**src/rtl/hs_clkgen_pkg.sv**
```systemverilog
package hs_clkgen_pkg;
  localparam int DIV_W  = 7;
  localparam int PRE_W  = 2;
  localparam int NSRC   = 3;
  localparam int SEL_W  = $clog2(NSRC);
  localparam int SLOT_W = 2;
  localparam int REG_W  = 16;

  typedef struct packed {
    logic             en;
    logic             ext_sel;
    logic             pll_sel;
    logic [2:0]       spare_hi;
    logic [PRE_W-1:0] pre_code;
    logic             spare_lo;
    logic [DIV_W-1:0] div;
  } cfg_t;

  // legal: integer divider of at least two and a non-zero predivide code
  function automatic logic cfg_legal(cfg_t c);
    return (c.div >= DIV_W'(2)) && (c.pre_code != PRE_W'(0));
  endfunction

  // source ticks per predivide step; code 2 alternates 2 and 3
  function automatic logic [SLOT_W-1:0] slot_len(logic [PRE_W-1:0] code, logic alt);
    case (code)
      PRE_W'(1): return SLOT_W'(2);
      PRE_W'(2): return alt ? SLOT_W'(3) : SLOT_W'(2);
      PRE_W'(3): return SLOT_W'(3);
      default:   return SLOT_W'(2);
    endcase
  endfunction

  // steps spent high in one output period
  function automatic logic [DIV_W-1:0] hi_slots(logic [DIV_W-1:0] d);
    return d >> 1;
  endfunction

  function automatic logic [SEL_W-1:0] src_index(logic ext, logic pll);
    return ext ? (pll ? SEL_W'(2) : SEL_W'(1)) : SEL_W'(0);
  endfunction
endpackage

```
**src/rtl/hs_src_mux.sv**
```systemverilog
module hs_src_mux #(
  parameter int N_SRC = 3,
  localparam int SW = $clog2(N_SRC)
) (
  input  logic [N_SRC-1:0] ticks,
  input  logic [SW-1:0]    sel,
  output logic             tick
);
  logic [N_SRC-1:0] hit;

  for (genvar g = 0; g < N_SRC; g++) begin : g_src
    assign hit[g] = ticks[g] && (sel == SW'(g));
  end

  assign tick = |hit;
endmodule

```
**src/rtl/hs_prediv.sv**
```systemverilog
module hs_prediv
  import hs_clkgen_pkg::*;
(
  input  logic             clk,
  input  logic             rst_n,
  input  logic             run,
  input  logic             tick,
  input  logic [PRE_W-1:0] code,
  output logic             pulse
);
  logic [SLOT_W-1:0] cnt;
  logic              alt;
  logic [SLOT_W-1:0] len;
  logic              last;

  assign len   = slot_len(code, alt);
  assign last  = (cnt == len - SLOT_W'(1));
  assign pulse = run && tick && last;

  always_ff @(posedge clk) begin
    if (!rst_n || !run) begin
      cnt <= '0;
      alt <= 1'b0;
    end else if (tick) begin
      if (last) begin
        cnt <= '0;
        alt <= ~alt;   // keeps alternating across output periods
      end else begin
        cnt <= cnt + SLOT_W'(1);
      end
    end
  end
endmodule

```
**src/rtl/hs_divider.sv**
```systemverilog
module hs_divider
  import hs_clkgen_pkg::*;
(
  input  logic             clk,
  input  logic             rst_n,
  input  logic             run,
  input  logic             pulse,
  input  logic [DIV_W-1:0] div,
  output logic             period_end,
  output logic             hi_end
);
  logic [DIV_W-1:0] cnt;

  assign period_end = pulse && (cnt == div - DIV_W'(1));
  assign hi_end     = pulse && (cnt == hi_slots(div) - DIV_W'(1));

  always_ff @(posedge clk) begin
    if (!rst_n || !run)   cnt <= '0;
    else if (period_end)  cnt <= '0;
    else if (pulse)       cnt <= cnt + DIV_W'(1);
  end
endmodule

```
**src/rtl/halfstep_clkgen.sv**
```systemverilog
module halfstep_clkgen
  import hs_clkgen_pkg::*;
(
  input  logic             clk,
  input  logic             rst_n,
  input  logic             cfg_we,
  input  logic [REG_W-1:0] cfg_wdata,
  input  logic [NSRC-1:0]  src_tick,
  output logic             clk_out,
  output logic             config_error
);
  cfg_t             cfg_q;
  logic [DIV_W-1:0] act_div;
  logic [PRE_W-1:0] act_code;
  logic [SEL_W-1:0] act_sel;
  logic             running;
  logic             clk_q;

  // named internal events
  logic             start_ok;
  logic             sel_tick;
  logic             pre_pulse;
  logic             period_end;
  logic             hi_end;

  assign start_ok     = cfg_q.en && cfg_legal(cfg_q);
  assign config_error = !cfg_legal(cfg_q);
  assign clk_out      = clk_q;

  always_ff @(posedge clk) begin
    if (!rst_n)      cfg_q <= '0;
    else if (cfg_we) cfg_q <= cfg_t'(cfg_wdata);
  end

  hs_src_mux #(.N_SRC(NSRC)) i_mux (
    .ticks (src_tick),
    .sel   (act_sel),
    .tick  (sel_tick)
  );

  hs_prediv i_prediv (
    .clk   (clk),
    .rst_n (rst_n),
    .run   (running),
    .tick  (sel_tick),
    .code  (act_code),
    .pulse (pre_pulse)
  );

  hs_divider i_divider (
    .clk        (clk),
    .rst_n      (rst_n),
    .run        (running),
    .pulse      (pre_pulse),
    .div        (act_div),
    .period_end (period_end),
    .hi_end     (hi_end)
  );

  always_ff @(posedge clk) begin
    if (!rst_n) begin
      running  <= 1'b0;
      clk_q    <= 1'b0;
      act_div  <= DIV_W'(2);
      act_code <= PRE_W'(1);
      act_sel  <= '0;
    end else if (!running) begin
      if (start_ok) begin
        running  <= 1'b1;
        clk_q    <= 1'b1;
        act_div  <= cfg_q.div;
        act_code <= cfg_q.pre_code;
        act_sel  <= src_index(cfg_q.ext_sel, cfg_q.pll_sel);
      end
    end else if (period_end) begin
      if (start_ok) begin
        clk_q    <= 1'b1;
        act_div  <= cfg_q.div;
        act_code <= cfg_q.pre_code;
        act_sel  <= src_index(cfg_q.ext_sel, cfg_q.pll_sel);
      end else begin
        running <= 1'b0;
        clk_q   <= 1'b0;
      end
    end else if (hi_end) begin
      clk_q <= 1'b0;
      if (!cfg_q.en) running <= 1'b0;
    end else if (!clk_q && !cfg_q.en) begin
      running <= 1'b0;
    end
  end
endmodule

```
**config.mk**
```make
export PLATFORM = sky130hd
export DESIGN_NAME = halfstep_clkgen
export DESIGN_NICKNAME = d
export VERILOG_FILES = /design/src/rtl/hs_clkgen_pkg.sv /design/src/rtl/hs_src_mux.sv /design/src/rtl/hs_prediv.sv /design/src/rtl/hs_divider.sv /design/src/rtl/halfstep_clkgen.sv
export SDC_FILE = /design/constraint.sdc
export NUM_CORES = 1
export LEC_CHECK = 0
export ABC_CLOCK_PERIOD_IN_PS = 2900
export BUFFER_PORTS_ARGS = -buffer_cell sky130_fd_sc_hd__buf_2
export CORE_ASPECT_RATIO = 0.5
export CORE_UTILIZATION = 57
export CTS_CLUSTER_SIZE = 40
export DETAILED_ROUTE_END_ITERATION = 10
export PLACE_DENSITY = 0.78
export SYNTH_ARGS = -nofsm -noshare
export SYNTH_HDL_FRONTEND = slang
export SYNTH_SLANG_ARGS = --single-unit
```
**constraint.sdc**
```tcl
create_clock -name clk -period 2.9 [get_ports clk]
set_input_delay 0.145 -clock clk [delete_from_list [all_inputs] [get_ports clk]]
set_output_delay 0.145 -clock clk [all_outputs]
set_load 0.01 [all_outputs]
```
==> impl_metrics.yaml, run 1 <==
worst_setup_path:
  path_delay_family: "compound AO/OA/AOI/OAI gates"
  cp-start-kind: "register"
  cp-end-kind: "register"
  crit_chain: "inv_1 -> ha_1 -> or3b_4 -> a21oi_1 -> xnor2_1 -> o2111ai_2 -> o32ai_4 -> buf_4 -> mux2i_1"
  crit_cells: 9
  crit_path_top_delay_cell: "or3b_4"
  rr_worst_depth: 9
  worstPathRequired_ns: 3.11
  r2r-start: "act_div[2]"
  cpPeakStageDelay_ns: 0.41
  r2r_end: "act_sel[1]"
  critPathKind: "reg -> reg"
  worstPathArrival_ns: 2.79
  cp_max_fo: 11
  r2r_slack_ns: 0.33
  path_buf_inv: 2
yosys:
  synth-xor-area-share_pct: 9.586
  yosysSeqAreaShare_pct: 35.09
  netlist_area_mm2: 0.001997
  synth_warnings: 0
  synth.distinct_cells: 47
  synth-edff-count: 0
  syn_nets: 242
  muxShareOfSynthArea_pct: 13.10
  yosys.area_share.simple_pct: 22.06
  synthTopCellsByArea: "dfxtp_1, mux2i_1, nor2b_1, xor2_1, nand2_1"
  syn_area_per_cell_um2: 9.245
  synth_compound_area_share_pct: 12.97
  synth_top_cell_by_area: "dfxtp_1"
  synthCells: 216
  ys_ff_latch: 35
  async_flop_share_pct: 0
  synth_top_family_by_area: "simple AND/OR/NAND/NOR gates"
  yosysTopAreaCellShare_pct: 35.09
  ys.flop_type: "dfxtp_1"
  synth_fa_ha_area_share_pct: 2.506
layout:
  ff_latch_area_um2: 700.7
  final_core_util_pct: 68.86
  fill_cells: 251
  stdcell_count: 278
  antennaDiodeCount: 0
  multi_input_area_mm2: 0.001202
  finalInstanceArea_mm2: 0.002183
  final_common_cell: "dfxtp_1"
  nets: 255
  final_cell_mix: "dfxtp_1, mux2i_1, nand2_1"
  drive_above_1_share_pct: 17.39
  syn2layout_area_growth_pct: 9.336
run_status:
  status: "completed"
die:
  core-area_mm2: 0.003171
  die_area_mm2: 0.003759
  fp.dieH_um: 43.86
  rows: 14
  start_util_pct: 62.98
  io_pins: 24
  die_x_um: 85.71
timing:
  finClkSkew_ns: 0.003278
  worst_pin_slew_ns: 0.5541
  slew_violations: 0
  fin_tns_setup_ns: 0
  hold_viol_final: 0
  slew_headroom_pct: 63.00
  period_minus_slack_ns: 2.572
  min_period_over_period_pct: 88.70
  setup_viol: 0
  rsz0062_at_grt: "no"
  fmaxAchievable_mhz: 388.8
  fin_ws_ns: 0.3277
  hold_ws_ns: 0.1151
clock_network:
  root_buffer: "clkbuf_8"
  numCtsBuffers: 5
  cts_setup_buffers: 0
  tritoncts: "yes"
  clkLatencyLatePin_ns: 0.28
  h-tree-depth: 2
  cts_sinks: 35
  cts_max_path_buffers: 2
  cts.clk_slew.worst_paths_ns: 0.07
  cts.repair.resized: 0
  postCtsHoldBufs: 0
placement:
  placed_area_mm2: 0.002085
  dp.cells: 270
  place_ws_ns: 0.3575
  io_buffers: 19
  gp_congestion: 0.7817
  dpl.hpwl_um: 2643
route:
  viasPerCell: 5.514
  drtAntennaViolNets: 0
  wl_per_cell_um: 13.26
  drt_pass1_iterations: 4
  drc: 0
  drtIter0Drc: 72
  num_vias: 1533
  routed_wirelength_um: 3686
global_routing:
  grt_max_degree: 39
  grt_pass1_vias: 1442
  antenna_found_initial: 0
  grt_pass1_wl_um: 6244
  grt-ovfl-total: 0
  grt_usage_pct: 21.43
min_path:
  hold_depth: 3
  worstHoldEndpoint: "cfg_q[2]"
  hp-class: "in -> reg"
  hp-start: "cfg_wdata[2]"
power:
  p_total_mw: 0.9690
  powerDensity_mw_per_mm2: 443.8
  ir_drop_uv: 276.8
  p_leak_nw: 0.8029
flow_run:
  max_cap_viol_count: 0
final cells by class:
class                           instances  share of cell area (%)
Clock inverter                          2                  0.7450
Inverter                                5                  0.8596
Tap cell                               48                   2.751
Sequential cell                        35                   32.09
Multi-Input combinational cell        162                   55.07
Timing Repair Buffer                   20                   4.699
Clock buffer                            6                   3.782
kinds of logic (layout without fill, tap and decap cells):
logic type,count (synthesis),after routing
AOI/OAI and AO/OA,28,28
xor gates and xnor gates,21,21
and+or+nand+nor,83,83
buffers and inverters,19,33
muxes,26,26
adders and majority gates,4,4
DFF,35,35
worst register-to-register path, stage by stage, from the launching register on:
cell,delay [ns]
dfxtp_1,0.38
inv_1,0.14
ha_1,0.21
or3b_4,0.41
a21oi_1,0.17
xnor2_1,0.15
o2111ai_2,0.24
o32ai_4,0.31
buf_4,0.27
mux2i_1,0.22
synthesized netlist by cell type, drive strengths merged, types with 2 or more instances:
cell and instances:
mux2i 25, nand2 23, or4 3, inv 5, xor2 11, a21oi 3
nor2b 20, a32oi 2, o31ai 4, nor3 2, dfxtp 35, o311ai 2
ha 4, nor2 15, nand3 3, nand4 6, o21ai 4, buf 7
o32ai 2, clkbuf 7, and3 4, nand3b 2, xnor2 10, o21a 2
report_power, final:
part | internal, mW | switching [mW]
logic | 0.0429 | 0.0425
clock network | 0.194 | 0.184
registers | 0.494 | 0.0123
total | 0.730 | 0.239
per-layer routing:
layer | global-route usage [%] | wire (um) | up-vias
li1 | - | - | 781
met1 | 28.02 | 1841 | 709
met2 | 35.52 | 1632 | 41
met3 | 6.667 | 203 | 2
met4 | 4.667 | 8 | 0
met5 | 0 | 0 | -
sequential cells by signal (all words and copies together), names as in the netlist:
signal	cells
i_prediv.cnt	2
i_divider.cnt	7
act_div	7
act_sel	2
i_prediv.alt	1
cfg_q	12
clk_out	1
running	1
act_code	2
worst max-delay path by stage:
stage	end	slack [ns]	startpoint
2_1_floorplan	act_sel[1]	0.65	act_div[2]
3_3_place_gp	act_sel[0]	0.43	act_div[2]
3_5_place_dp	act_sel[1]	0.36	act_div[2]
4_1_cts	act_sel[1]	0.33	act_div[2]
5_1_grt	act_sel[1]	0.19	act_div[2]
6_report	act_sel[1]	0.33	act_div[2]
(Power assumes the default switching activity.)
==> run 2, diff against run 1 <==
--- a/config.mk
+++ b/config.mk
@@ -5,13 +5,13 @@
 export SDC_FILE = /design/constraint.sdc
 export NUM_CORES = 1
 export LEC_CHECK = 0
-export ABC_CLOCK_PERIOD_IN_PS = 2900
+export ABC_CLOCK_PERIOD_IN_PS = 3100
 export BUFFER_PORTS_ARGS = -buffer_cell sky130_fd_sc_hd__buf_2
 export CORE_ASPECT_RATIO = 0.5
-export CORE_UTILIZATION = 57
+export CORE_UTILIZATION = 58
 export CTS_CLUSTER_SIZE = 40
 export DETAILED_ROUTE_END_ITERATION = 10
-export PLACE_DENSITY = 0.78
+export PLACE_DENSITY = 0.8
 export SYNTH_ARGS = -nofsm -noshare
 export SYNTH_HDL_FRONTEND = slang
 export SYNTH_SLANG_ARGS = --single-unit
==> constraint.sdc (replaced) <==
create_clock -name clk -period 3.1 [get_ports clk]
set_input_delay 0.155 -clock clk [delete_from_list [all_inputs] [get_ports clk]]
set_output_delay 0.155 -clock clk [all_outputs]
set_load 0.01 [all_outputs]
==> impl_metrics.yaml, run 2 (synthesis gave the netlist of run 1 again) <==
run_status:
  status: "completed"
worst_setup_path:
  path_buf_inv: 2
  cp_max_fo: 11
  crit_chain: "inv_1 -> ha_1 -> or3b_4 -> a21oi_1 -> xnor2_1 -> o2111ai_2 -> o32ai_4 -> buf_4 -> mux2i_1"
  r2r_slack_ns: 0.53
  r2r-start: "act_div[2]"
  cpPeakStageDelay_ns: 0.41
  crit_path_start: "act_div[2]"
  crit_cells: 9
  cp-start-kind: "register"
  worstPathArrival_ns: 2.79
  crit_path_top_delay_cell: "or3b_4"
  critPathKind: "reg -> reg"
  rr_worst_depth: 9
  worstPathRequired_ns: 3.32
  cp-end-kind: "register"
  path_delay_family: "compound AO/OA/AOI/OAI gates"
global_routing:
  antenna_found_initial: 0
  grt_pass1_vias: 1394
  grt_usage_pct: 22.54
  grt_max_degree: 39
  grt_pass1_wl_um: 6237
  grt-ovfl-total: 0
timing:
  setup_viol: 0
  fmaxAchievable_mhz: 389.0
  finClkSkew_ns: 0.006733
  slew_headroom_pct: 63.14
  min_period_over_period_pct: 82.94
  worst_pin_slew_ns: 0.5521
  rsz0062_at_grt: "no"
  period_minus_slack_ns: 2.571
  fin_tns_setup_ns: 0
  hold_viol_final: 0
  slew_violations: 0
  fin_ws_ns: 0.5290
die:
  io_pins: 24
  die_x_um: 84.98
  die_area_mm2: 0.003696
  rows: 14
  fp.dieH_um: 43.49
  start_util_pct: 63.69
  core-area_mm2: 0.003136
placement:
  dpl.hpwl_um: 2654
  io_buffers: 19
  placed_area_mm2: 0.002074
  gp_congestion: 0.8458
  place_ws_ns: 0.5450
power:
  p_total_mw: 0.9080
  p_leak_nw: 0.8029
  ir_drop_uv: 366.4
  powerDensity_mw_per_mm2: 417.8
route:
  drt_pass1_iterations: 5
  routed_wirelength_um: 3646
  wl_per_cell_um: 13.50
  drtAntennaViolNets: 0
  drc: 0
  drtIter0Drc: 43
  viasPerCell: 5.641
  num_vias: 1523
clock_network:
  cts_setup_buffers: 0
  cts_max_path_buffers: 2
  cts_sinks: 35
  postCtsHoldBufs: 0
  clkLatencyLatePin_ns: 0.30
  cts.clk_slew.worst_paths_ns: 0.08
  root_buffer: "clkbuf_8"
  tritoncts: "yes"
  h-tree-depth: 2
  numCtsBuffers: 5
  cts.repair.resized: 0
layout:
  largest-register: "cfg_q"
  reg.largest.list: "cfg_q x12, act_div x7, i_divider.cnt x7"
  fill_cells: 232
  syn2layout_area_growth_pct: 8.834
  final_cell_mix: "dfxtp_1, mux2i_1, nand2_1"
  drive_above_1_share_pct: 17.39
  nets: 255
  finalInstanceArea_mm2: 0.002173
  final_common_cell: "dfxtp_1"
  antennaDiodeCount: 0
  largest_register_ffs: 12
min_path:
  hp-start: "cfg_wdata[3]"
  hp-class: "in -> reg"
  hold_depth: 3
flow_run:
  max_cap_viol_count: 0
-- run 2: cell counts in the layout (fill, tap and decap cells not counted) --
Identical to the previous run, type by type.
-- run 2: power breakdown --
part           internal, mW  switching, mW  total (mW)  leakage (nW)
Sequential            0.462         0.0118       0.474         0.285
Clock                 0.181          0.174       0.355        0.0474
Combinational        0.0401         0.0395      0.0796         0.471
Total                 0.683          0.225       0.908         0.803
-- run 2: layer usage --
layer | share of wire (%) | global-route usage, % | vias up
met5 | 0 | 0 | -
met4 | 1.5 | 10.17 | 0
met3 | 3.9 | 6.857 | 7
met2 | 47 | 37.58 | 24
met1 | 48 | 27.64 | 714
li1 | - | - | 778
-- run 2: stage by stage --
| stage | cells | utilization (%) | hold slack, ns |
|---|---|---|---|
| finish | 270 | 69.31 | 0.1122 |
| global route | 270 | 69.31 | 0.1107 |
| CTS | 270 | 69.31 | 0.1102 |
| detailed placement | 262 | 66.16 | 0.4188 |
| global placement | 262 | 66.16 | 0.4118 |
| floorplan | 216 | - | 0.3244 |
-- run 2: path summary, 6_finish.rpt --
kind | end
worst max-delay path | act_div[4]
worst min-delay path | cfg_q[3]
worst min register to register | act_code[1]
worst max register to register | act_div[4]
-- run 2: worst min-delay path: cells and delay by family --
family	cells	cell delay [ns]
buf+inv	1	0.08
mux	1	0.06
simple gates	1	0.09
-- run 2: layout make-up --
| cell class | instances | area, um2 | share of cell area [%] |
|---|---|---|---|
| flip-flops and latches | 35 | 700.7 | 32.24 |
| clock buffers | 6 | 82.58 | 3.800 |
| multi-input cells | 162 | 1202 | 55.33 |
| well taps | 40 | 50.05 | 2.303 |
| repair buffers | 20 | 102.6 | 4.721 |
| clock inverters | 2 | 16.27 | 0.7484 |
| inverters | 5 | 18.77 | 0.8636 |
==> run 3, diff against run 2 <==
--- a/config.mk
+++ b/config.mk
@@ -5,13 +5,14 @@
 export SDC_FILE = /design/constraint.sdc
 export NUM_CORES = 1
 export LEC_CHECK = 0
-export ABC_CLOCK_PERIOD_IN_PS = 3100
+export ABC_AREA = 1
+export ABC_CLOCK_PERIOD_IN_PS = 2500
 export BUFFER_PORTS_ARGS = -buffer_cell sky130_fd_sc_hd__buf_2
 export CORE_ASPECT_RATIO = 0.5
 export CORE_UTILIZATION = 58
 export CTS_CLUSTER_SIZE = 40
 export DETAILED_ROUTE_END_ITERATION = 10
-export PLACE_DENSITY = 0.8
+export PLACE_DENSITY = 0.79
 export SYNTH_ARGS = -nofsm -noshare
 export SYNTH_HDL_FRONTEND = slang
 export SYNTH_SLANG_ARGS = --single-unit
==> constraint.sdc (replaced) <==
create_clock -name clk -period 2.5 [get_ports clk]
set_input_delay 0.125 -clock clk [delete_from_list [all_inputs] [get_ports clk]]
set_output_delay 0.125 -clock clk [all_outputs]
set_load 0.01 [all_outputs]
==> impl_metrics.yaml, run 3 <==
clock_network:
  postCtsHoldBufs: 0
  root_buffer: "clkbuf_8"
  cts.repair.resized: 0
  cts_max_path_buffers: 2
  tritoncts: "yes"
  cts_sinks: 35
  numCtsBuffers: 5
  clkLatencyLatePin_ns: 0.28
  cts.clk_slew.worst_paths_ns: 0.07
  h-tree-depth: 2
  cts_setup_buffers: 0
layout:
  drive_above_1_share_pct: 13.13
  antennaDiodeCount: 0
  final_common_cell: "nand2_1"
  final_core_util_pct: 70.56
  nets: 361
  largest-register: "cfg_q"
  fill_cells: 302
  largest_register_ffs: 12
  syn2layout_area_growth_pct: 10.03
  final_cell_mix: "nand2_1, inv_1, nand3_1"
  reg.largest.list: "cfg_q x12, act_div x7, i_divider.cnt x7"
placement:
  dpl.hpwl_um: 3279
  io_buffers: 19
  gp_congestion: 0.8419
timing:
  period_minus_slack_ns: 2.095
  min_period_over_period_pct: 83.79
  hold_viol_final: 0
  slew_headroom_pct: 33.24
  fin_tns_setup_ns: 0
  fmaxAchievable_mhz: 477.4
  setup_viol: 0
  worst_pin_slew_ns: 0.9977
  rsz0062_at_grt: "no"
  finClkSkew_ns: 0.005489
  slew_violations: 0
route:
  drt_pass1_iterations: 4
  drtAntennaViolNets: 0
  drtIter0Drc: 97
  drc: 0
  viasPerCell: 5.214
  routed_wirelength_um: 4433
  num_vias: 1997
  wl_per_cell_um: 11.57
worst_setup_path:
  r2r_slack_ns: 0.41
  cp_max_fo: 13
  crit_path_start: "act_div[1]"
  worstPathRequired_ns: 2.66
  worstPathArrival_ns: 2.25
  critPathKind: "reg -> reg"
  cp-endpoint: "act_div[1]"
  r2r_end: "act_div[1]"
  cp-start-kind: "register"
  r2r-start: "act_div[1]"
  cp-end-kind: "register"
  rr_worst_depth: 13
die:
  die_x_um: 85.73
  start_util_pct: 64.13
  core-area_mm2: 0.003171
  die_area_mm2: 0.003761
  rows: 14
  io_pins: 24
  fp.dieH_um: 43.87
yosys:
  syn_area_per_cell_um2: 6.455
  yosysTopAreaCellShare_pct: 34.46
  ys.flop_type: "dfxtp_1"
  netlist_area_mm2: 0.002033
  ys_ff_latch: 35
  async_flop_share_pct: 0
  synth_common_cells: "nand2_1, inv_1, nand3_1, dfxtp_1, nor2_1"
  synth.distinct_cells: 27
  yosysMostFrequentCell: "nand2_1"
  synthTopCellsByArea: "dfxtp_1, nand2_1, nand3_1, inv_1, a21oi_1"
  synth_top_cell_by_area: "dfxtp_1"
  synth_warnings: 0
  synthCells: 315
  syn_nets: 341
  synth-edff-count: 0
  yosysSeqAreaShare_pct: 34.46
global_routing:
  antenna_found_initial: 0
  grt_pass1_vias: 1780
  grt_pass1_wl_um: 7548
  grt_usage_pct: 26.20
  grt-ovfl-total: 0
  grt_max_degree: 20
min_path:
  hp-class: "in -> reg"
power:
  ir_drop_uv: 437.0
  powerDensity_mw_per_mm2: 554.2
  p_leak_nw: 0.9647
flow_run:
  max_cap_viol_count: 0
run_status:
  status: "completed"
[run 3: cell types whose count changed after synthesis, moves of 12 or more]
cell     before  now
a21oi_1       3   22
inv_1         5   40
o21ai_0       3   19
mux2i_1      25    0
nor2b_1      20    0
nor2_1       15   27
nand3_1       3   39
nand2_1      23   90
[run 3: cell type report]
type                            instances  area (um2)  area share (%)
Clock buffer                            6       72.57           3.244
Sequential cell                        35       700.7           31.32
Tap cell                               48       60.06           2.685
Multi-Input combinational cell        231        1117           49.94
Clock inverter                          1       30.03           1.342
Inverter                               43       161.4           7.215
Timing Repair Buffer                   19       95.09           4.251
[run 3: stage by stage]
stage / hold slack [ns] / power, mW / setup slack [ns] / cells / instance area, um2
floorplan: 0.2599 / 0.7257 / 0.7377 / 315 / 2033
global placement: 0.3439 / 0.7555 / 0.5151 / 376 / 2135
detailed placement: 0.3529 / 0.7608 / 0.4677 / 376 / 2135
CTS: 0.05934 / 1.243 / 0.3854 / 383 / 2237
global route: 0.06576 / 1.295 / 0.1614 / 383 / 2237
finish: 0.05809 / 1.240 / 0.4053 / 383 / 2237
[run 3: layer usage]
| metal | part of all wire (%) | routed length (um) | track usage [%] |
|---|---|---|---|
| met4 | 0.95 | 42 | 6.000 |
| met5 | 0 | 0 | 0 |
| met2 | 47 | 2088 | 47.68 |
| met3 | 3.7 | 165 | 6.667 |
| met1 | 48 | 2136 | 31.93 |
[run 3: cell families after synthesis]
kind of cell	Yosys count	synth area share (%)
adder cells (fa/ha/maj)	4	2.462
flip-flops	35	34.46
buffers and inverters	49	10.58
AND/OR/NAND/NOR	182	40.86
AO/OA/AOI/OAI	43	10.77
XOR/XNOR	2	0.8617
[run 3: critical path, stage by stage (launching register included)]
cell     delay (ns)
dfxtp_1        0.39
inv_1          0.13
ha_1           0.33
inv_1          0.05
nand2_1        0.05
nand2_1        0.04
nor2_1         0.10
nand3_1        0.09
nor2_2         0.13
nand4_4        0.15
nand2_4        0.18
nand2_4        0.13
nand2_1        0.13
nand3_1        0.08
[run 3: where the power goes]
part / leakage (nW) / total, mW / internal [mW] / switching, mW
Combinational: 0.628 / 0.155 / 0.0579 / 0.0970
Sequential: 0.286 / 0.596 / 0.579 / 0.0167
Clock: 0.0513 / 0.489 / 0.292 / 0.197
[run 3: worst min path at each step]
stage | from | to | slack, ns | cells after the start
6_report | cfg_wdata[13] | cfg_q[13] | 0.06 | 3
5_1_grt | cfg_wdata[1] | cfg_q[1] | 0.07 | 3
2_1_floorplan | cfg_wdata[13] | cfg_q[13] | 0.26 | 2
3_5_place_dp | cfg_wdata[13] | cfg_q[13] | 0.35 | 3
3_3_place_gp | cfg_wdata[0] | cfg_q[0] | 0.34 | 3
4_1_cts | cfg_wdata[13] | cfg_q[13] | 0.06 | 3
